## src/rtl/icp_pkg.sv

```systemverilog
package icp_pkg;
    typedef enum logic [1:0] {
        REG_CTRL    = 2'd0,
        REG_ADDR_LO = 2'd1,
        REG_ADDR_HI = 2'd2,
        REG_BUSCFG  = 2'd3
    } reg_idx_e;

    localparam logic PORT_DATA = 1'b0;
    localparam logic PORT_IDX  = 1'b1;

    localparam int unsigned CTRL_START_BIT = 0;
    localparam int unsigned CTRL_IEN_BIT   = 6;
    localparam int unsigned CTRL_DONE_BIT  = 8;
    localparam int unsigned CFG_SWAP_BIT   = 0;
endpackage

```

## src/rtl/icp_regfile.sv

```systemverilog
module icp_regfile
    import icp_pkg::*;
#(
    parameter int unsigned DATA_W = 16,
    parameter int unsigned MEM_AW = 24,
    parameter int unsigned CFG_W  = 3
) (
    input  logic              clk,
    input  logic              rst_n,
    input  logic              wr_en,
    input  logic              sel_port,
    input  logic [DATA_W-1:0] wr_data,
    output logic [DATA_W-1:0] rd_data,
    input  logic              fetch_busy,
    input  logic              fetch_done,
    output logic              start,
    output logic [MEM_AW-1:0] base_addr,
    output logic              cfg_swap,
    output logic              done_flag,
    output logic              irq
);
    localparam int unsigned HI_W = MEM_AW - DATA_W;

    typedef struct packed {
        reg_idx_e          idx;
        logic [DATA_W-1:0] lo;
        logic [HI_W-1:0]   hi;
        logic [CFG_W-1:0]  cfg;
        logic              ien;
        logic              done;
    } regs_t;

    regs_t regs_d, regs_q;

    always_comb begin
        regs_d = regs_q;
        start  = 1'b0;
        if (wr_en) begin
            if (sel_port == PORT_IDX) begin
                regs_d.idx = reg_idx_e'(wr_data[1:0]);
            end else begin
                case (regs_q.idx)
                    REG_CTRL: begin
                        regs_d.ien = wr_data[CTRL_IEN_BIT];
                        if (wr_data[CTRL_DONE_BIT]) regs_d.done = 1'b0;
                        if (wr_data[CTRL_START_BIT] && !fetch_busy) begin
                            start       = 1'b1;
                            regs_d.done = 1'b0;
                        end
                    end
                    REG_ADDR_LO: if (!fetch_busy) regs_d.lo  = wr_data;
                    REG_ADDR_HI: if (!fetch_busy) regs_d.hi  = wr_data[HI_W-1:0];
                    default:     if (!fetch_busy) regs_d.cfg = wr_data[CFG_W-1:0];
                endcase
            end
        end
        if (fetch_done) regs_d.done = 1'b1;
    end

    always_ff @(posedge clk) begin
        if (!rst_n) regs_q <= '0;
        else        regs_q <= regs_d;
    end

    always_comb begin
        rd_data = '0;
        if (sel_port == PORT_IDX) begin
            rd_data[1:0] = regs_q.idx;
        end else begin
            case (regs_q.idx)
                REG_CTRL: begin
                    rd_data[CTRL_START_BIT] = fetch_busy;
                    rd_data[CTRL_IEN_BIT]   = regs_q.ien;
                    rd_data[CTRL_DONE_BIT]  = regs_q.done;
                end
                REG_ADDR_LO: rd_data = regs_q.lo;
                REG_ADDR_HI: rd_data[HI_W-1:0] = regs_q.hi;
                default:     rd_data[CFG_W-1:0] = regs_q.cfg;
            endcase
        end
    end

    assign base_addr = {regs_q.hi, regs_q.lo};
    assign cfg_swap  = regs_q.cfg[CFG_SWAP_BIT];
    assign done_flag = regs_q.done;
    assign irq       = regs_q.done & regs_q.ien;

    p_lo_frozen_r10: assert property (@(posedge clk) disable iff (!rst_n)
        (fetch_busy && wr_en && sel_port == PORT_DATA && regs_q.idx == REG_ADDR_LO)
        |=> $stable(regs_q.lo));

    p_hi_frozen_r10: assert property (@(posedge clk) disable iff (!rst_n)
        (fetch_busy && wr_en && sel_port == PORT_DATA && regs_q.idx == REG_ADDR_HI)
        |=> $stable(regs_q.hi));
endmodule

```

## src/rtl/icp_init_fetch.sv

```systemverilog
module icp_init_fetch #(
    parameter int unsigned DATA_W    = 16,
    parameter int unsigned MEM_AW    = 24,
    parameter int unsigned IMG_WORDS = 12,
    parameter int unsigned IDX_W     = 4
) (
    input  logic              clk,
    input  logic              rst_n,
    input  logic              start,
    input  logic [MEM_AW-1:0] base_addr,
    input  logic              swap,
    output logic              busy,
    output logic              done,
    output logic              mem_req,
    output logic [MEM_AW-1:0] mem_addr,
    input  logic              mem_gnt,
    input  logic [DATA_W-1:0] mem_rdata,
    input  logic [IDX_W-1:0]  img_idx,
    output logic [DATA_W-1:0] img_word
);
    localparam int unsigned CNT_W  = $clog2(IMG_WORDS);
    localparam int unsigned HALF_W = DATA_W / 2;
    localparam logic [CNT_W-1:0] LAST = CNT_W'(IMG_WORDS - 1);

    typedef struct packed {
        logic                              busy;
        logic                              done;
        logic                              swap;
        logic [CNT_W-1:0]                  cnt;
        logic [MEM_AW-1:0]                 addr;
        logic [IMG_WORDS-1:0][DATA_W-1:0]  img;
    } fetch_t;

    fetch_t st_d, st_q;
    logic [DATA_W-1:0] beat_word;

    always_comb begin
        if (st_q.swap) beat_word = {mem_rdata[HALF_W-1:0], mem_rdata[DATA_W-1:HALF_W]};
        else           beat_word = mem_rdata;
    end

    always_comb begin
        st_d      = st_q;
        st_d.done = 1'b0;
        if (!st_q.busy) begin
            if (start) begin
                st_d.busy = 1'b1;
                st_d.cnt  = '0;
                st_d.addr = base_addr;
                st_d.swap = swap;
            end
        end else if (mem_gnt) begin
            st_d.img[st_q.cnt] = beat_word;
            st_d.addr          = st_q.addr + 1'b1;
            if (st_q.cnt == LAST) begin
                st_d.busy = 1'b0;
                st_d.done = 1'b1;
            end else begin
                st_d.cnt = st_q.cnt + 1'b1;
            end
        end
    end

    always_ff @(posedge clk) begin
        if (!rst_n) st_q <= '0;
        else        st_q <= st_d;
    end

    assign busy     = st_q.busy;
    assign done     = st_q.done;
    assign mem_req  = st_q.busy;
    assign mem_addr = st_q.addr;

    always_comb begin
        img_word = '0;
        if (32'(img_idx) < IMG_WORDS) img_word = st_q.img[img_idx[CNT_W-1:0]];
    end

    p_req_hold_r6: assert property (@(posedge clk) disable iff (!rst_n)
        (mem_req && !mem_gnt) |=> (mem_req && $stable(mem_addr)));

    p_cnt_range_r6: assert property (@(posedge clk) disable iff (!rst_n)
        busy |-> (32'(st_q.cnt) < IMG_WORDS));

    p_addr_step_r11: assert property (@(posedge clk) disable iff (!rst_n)
        (mem_req && mem_gnt && !done && st_q.cnt != LAST) |=> (mem_addr == $past(mem_addr) + 1'b1));
endmodule

```

## src/rtl/indirect_csr_port.sv

```systemverilog
module indirect_csr_port #(
    parameter int unsigned DATA_W    = 16,
    parameter int unsigned MEM_AW    = 24,
    parameter int unsigned IMG_WORDS = 12,
    parameter int unsigned CFG_W     = 3,
    parameter int unsigned IDX_W     = 4
) (
    input  logic              clk,
    input  logic              rst_n,
    input  logic              host_wr,
    input  logic              host_port,
    input  logic [DATA_W-1:0] host_wdata,
    output logic [DATA_W-1:0] host_rdata,
    output logic              mem_req,
    output logic [MEM_AW-1:0] mem_addr,
    input  logic              mem_gnt,
    input  logic [DATA_W-1:0] mem_rdata,
    input  logic [IDX_W-1:0]  img_idx,
    output logic [DATA_W-1:0] img_word,
    output logic              irq
);
    logic              start;
    logic              fetch_busy;
    logic              fetch_done;
    logic              cfg_swap;
    logic              done_flag;
    logic [MEM_AW-1:0] base_addr;

    icp_regfile #(
        .DATA_W (DATA_W),
        .MEM_AW (MEM_AW),
        .CFG_W  (CFG_W)
    ) regs_i (
        .clk        (clk),
        .rst_n      (rst_n),
        .wr_en      (host_wr),
        .sel_port   (host_port),
        .wr_data    (host_wdata),
        .rd_data    (host_rdata),
        .fetch_busy (fetch_busy),
        .fetch_done (fetch_done),
        .start      (start),
        .base_addr  (base_addr),
        .cfg_swap   (cfg_swap),
        .done_flag  (done_flag),
        .irq        (irq)
    );

    icp_init_fetch #(
        .DATA_W    (DATA_W),
        .MEM_AW    (MEM_AW),
        .IMG_WORDS (IMG_WORDS),
        .IDX_W     (IDX_W)
    ) fetch_i (
        .clk       (clk),
        .rst_n     (rst_n),
        .start     (start),
        .base_addr (base_addr),
        .swap      (cfg_swap),
        .busy      (fetch_busy),
        .done      (fetch_done),
        .mem_req   (mem_req),
        .mem_addr  (mem_addr),
        .mem_gnt   (mem_gnt),
        .mem_rdata (mem_rdata),
        .img_idx   (img_idx),
        .img_word  (img_word)
    );

    p_start_idle_r5: assert property (@(posedge clk) disable iff (!rst_n)
        start |-> !fetch_busy);

    p_start_runs_r5: assert property (@(posedge clk) disable iff (!rst_n)
        start |=> (fetch_busy && mem_req));

    p_done_sets_flag_r8: assert property (@(posedge clk) disable iff (!rst_n)
        fetch_done |=> done_flag);

    p_irq_needs_done_r9: assert property (@(posedge clk) disable iff (!rst_n)
        irq |-> done_flag);
endmodule

```

## config.mk

```make
export PLATFORM = sky130hd
export DESIGN_NAME = indirect_csr_port
export DESIGN_NICKNAME = d
export VERILOG_FILES = /design/src/rtl/icp_pkg.sv /design/src/rtl/icp_regfile.sv /design/src/rtl/icp_init_fetch.sv /design/src/rtl/indirect_csr_port.sv
export SDC_FILE = /design/constraint.sdc
export NUM_CORES = 1
export LEC_CHECK = 0
export BUFFER_PORTS_ARGS = -buffer_cell sky130_fd_sc_hd__buf_2
export CAP_MARGIN = 10
export CORE_MARGIN = 5
export CORE_UTILIZATION = 40
export CTS_CLUSTER_SIZE = 24
export DETAILED_ROUTE_END_ITERATION = 8
export SYNTH_ARGS = -nofsm -noshare
export SYNTH_HDL_FRONTEND = slang
export SYNTH_HIERARCHICAL = 1
export SYNTH_SLANG_ARGS = --single-unit
```

## constraint.sdc

```tcl
create_clock -name clk -period 2.7 [get_ports clk]
set_clock_uncertainty 0.1 [all_clocks]
set_input_delay 0.54 -clock clk [delete_from_list [all_inputs] [get_ports clk]]
set_output_delay 0.54 -clock clk [all_outputs]
set_load 0.02 [all_outputs]
```

==> metrics.md <==
| Metric | Value |
|---|---|
| Status | `finished, final reports clean` |
| Yosys top cell area share | `43.4%` |
| Final critical-path share of the clock period | `97.9%` |
| CTS Buf Count | `29` |
| Gr usage total | `18.4%` |
| Number of synthesized flops with an enable pin | `0` |
| Post-Syn Nets | `1288` |
| Initial antenna violation count | `2` |
| Relative slew slack | `59.2%` |
| Most common library cells after synthesis | `dfxtp_1 (254), nor2_1 (197), a211oi_1 (187), nand2_1 (67), buf_4 (66)` |
| Remaining global-route overflow | `0` |
| Startpoint types | `input port` |
| Critical Path End Type | `output pin` |
| # H-tree levels | `1` |
| # rows | `62` |
| Post-route insts no fill | `1659` |
| Layout Nets | `1305` |
| Final ANT Viol Nets | `0` |
| Mapped Cells | `1237` |
| Root Driver | `clkbuf_16` |
| Setup Crit Path Kind | `input port to output pin` |
| Die H | `181 µm` |
| Most used flip-flop cell after synthesis | `dfxtp_1` |
| CP Max Fanout | `22` |
| Count of final setup violators | `0` |
| Distinct cells, synth | `56` |
| Total power | `8.35 mW` |
| 1st-iter DRT viols | `580` |
| Register bit total from synthesis | `254` |
| Dpl cells | `1607` |
| Worst-Skew Late Latency | `0.54 ns` |
| # Post-CTS Setup Buffers | `0` |
| Reg clk slew, reported paths | `0.06 ns` |
| Clock sink total | `254` |
| Area of the core | `28800 µm²` |
| WP data arrival | `2.00 ns` |
| Area Growth Syn to Fin | `13.8%` |
| Tmin final | `2.64 ns` |
| Total number of vias | `8988` |
| Slew Limit Fails | `0` |
| DP HPWL | `20100 µm` |
| Port bufs | `98` |
| Clock tree buffer depth | `3` |
| Remaining DRCs | `0` |
| IO Count | `99` |
| Initial Util | `40.7%` |
| WL/cell | `18.7 µm` |
| Netlist Area Pre-Place | `11700 µm²` |
| Reg2Reg Depth | `8` |
| Die X | `181 µm` |
| CTS tree | `built` |
| Global-route wire length before repair | `49500 µm` |
| DR vias/cell | `5.42` |
| Fmax | `378 MHz` |
| Largest area contributor in the netlist | `dfxtp_1` |
| Top-count cell post-synth | `dfxtp_1` |
| Sequential share of the synthesized area | `43.4%` |
| Final Hold Viols | `0` |
| Fillers | `2769` |
| Die area | `32800 µm²` |
| HP Class | `input port to flip-flop` |
| Ant. Diodes | `0` |
| Leak Pwr | `4.64 nW` |
| Largest net degree at the start of global routing | `92` |
| Max VDD drop | `488 µV` |
| Synth Area per Inst | `9.46 µm²` |
| Async S/R FF share, synth | `0%` |
| Least-Margin Pin Slew | `0.610 ns` |
| Min-Delay Path Depth | `3` |
| Share of layout cells above drive strength 1 | `21.6%` |
| WL final | `31000 µm` |
| Hold slack final | `0.115 ns` |
| DRT Pass-1 Iters | `5` |
| Pwr/cell area | `627 nW/µm²` |
| Worst path required time | `2.06 ns` |
| Vias in the first global route | `8848` |
| Final RePlAce weighted congestion | `0.789` |
| Ranking of synthesized cells by area | `dfxtp_1 (43%), a211oi_1 (12%), mux4_2 (9.2%)` |
| RSZ-0062 raised after global routing | `true` |
| Yosys warns | `6` |
| Max_cap viols | `0` |
==> worst max-delay path, stage by stage <==
cell	delay (ns)
buf_2	0.15
buf_12	0.21
mux4_2	0.53
mux2i_2	0.19
o22ai_1	0.15
buf_2	0.21
==> layer usage <==
| metal | track usage [%] | vias to the layer above | wire length, µm |
|---|---|---|---|
| met5 | 0 | - | 14 |
| met4 | 5.04 | 4 | 750 |
| met3 | 4.00 | 52 | 1940 |
| met2 | 31.4 | 251 | 15000 |
| met1 | 23.5 | 4227 | 13300 |
| li1 | - | 4454 | - |
==> layout by cell type, fill, tap and decap left out, types with 5 or more instances in the layout <==
master,instances
a21oi_1,14
clkbuf_8,8
clkbuf_1,5
clkinv_2,5
mux4_2,48
inv_1,27
and2_1,20
buf_2,98
o21ai_1,19
nor2b_1,5
nand3_1,42
mux2i_1,32
dfxtp_1,254
clkbuf_16,29
ha_1,8
a211oi_1,187
o21ai_0,38
nor3_1,8
nor2_1,197
buf_12,12
a311oi_1,7
nand4_1,7
a22oi_1,9
nand2_1,67
buf_4,51
o22ai_1,16
xor2_1,5
==> area by class of cell <==
type                            count  area [µm²]  share of cell area, %
Tap cell                          384         480                   3.61
Inverter                           28         110                  0.827
Clock buffer                       42         855                   6.42
Multi-Input combinational cell    780        5540                   41.6
Clock inverter                     10         135                   1.01
Timing Repair Buffer              161        1110                   8.36
Sequential cell                   254        5080                   38.2
==> stage by stage <==
step	TNS (ns)	instance area (µm²)	worst slack, ns	utilization, %
2_1_floorplan	0	11700	0.233	-
3_3_place_gp	0	12300	0.0786	42.7
3_5_place_dp	0	12300	0.0516	42.7
4_1_cts	0	13300	0.0500	46.2
5_1_grt	-0.00204	13300	-0.00204	46.3
6_report	0	13300	0.0572	46.3
==> report_power, final <==
part	internal, mW	total (mW)	leakage, nW	switching, mW
Clock	2.47	4.04	0.493	1.57
Combinational	0.184	0.498	2.10	0.314
Sequential	3.78	3.81	2.05	0.0346
Total	6.43	8.35	4.64	1.92
==> worst paths after layout <==
check	slack [ns]	start	to
max	0.06	img_idx[0]	img_word[4]
min	0.11	host_wdata[9]	regs_i/base_addr[9]
max reg2reg	0.23	regs_i/regs_q[29]	fetch_i/mem_addr[21]
min reg2reg	0.35	flip-flop	flip-flop
==> logic make-up (layout without fill, tap and decap cells) <==
group           Yosys count  after routing  share of synthesized area (%)
fa+ha+maj                10             10                           1.07
xor+xnor                  6              6                          0.449
mux                      81             81                           12.1
simple gates            371            371                           14.9
flops                   254            254                           43.4
buf+inv                 203            241                           9.51
compound gates          312            312                           18.6
==> repair_timing <==
action / in CTS / in global routing
hold buffers: 0 / 0
hold endpoints to repair: 0 / 0
endpoints found under the setup margin: 2 / 2
resized for setup: 3 / 2
(Power assumes the default switching activity.)
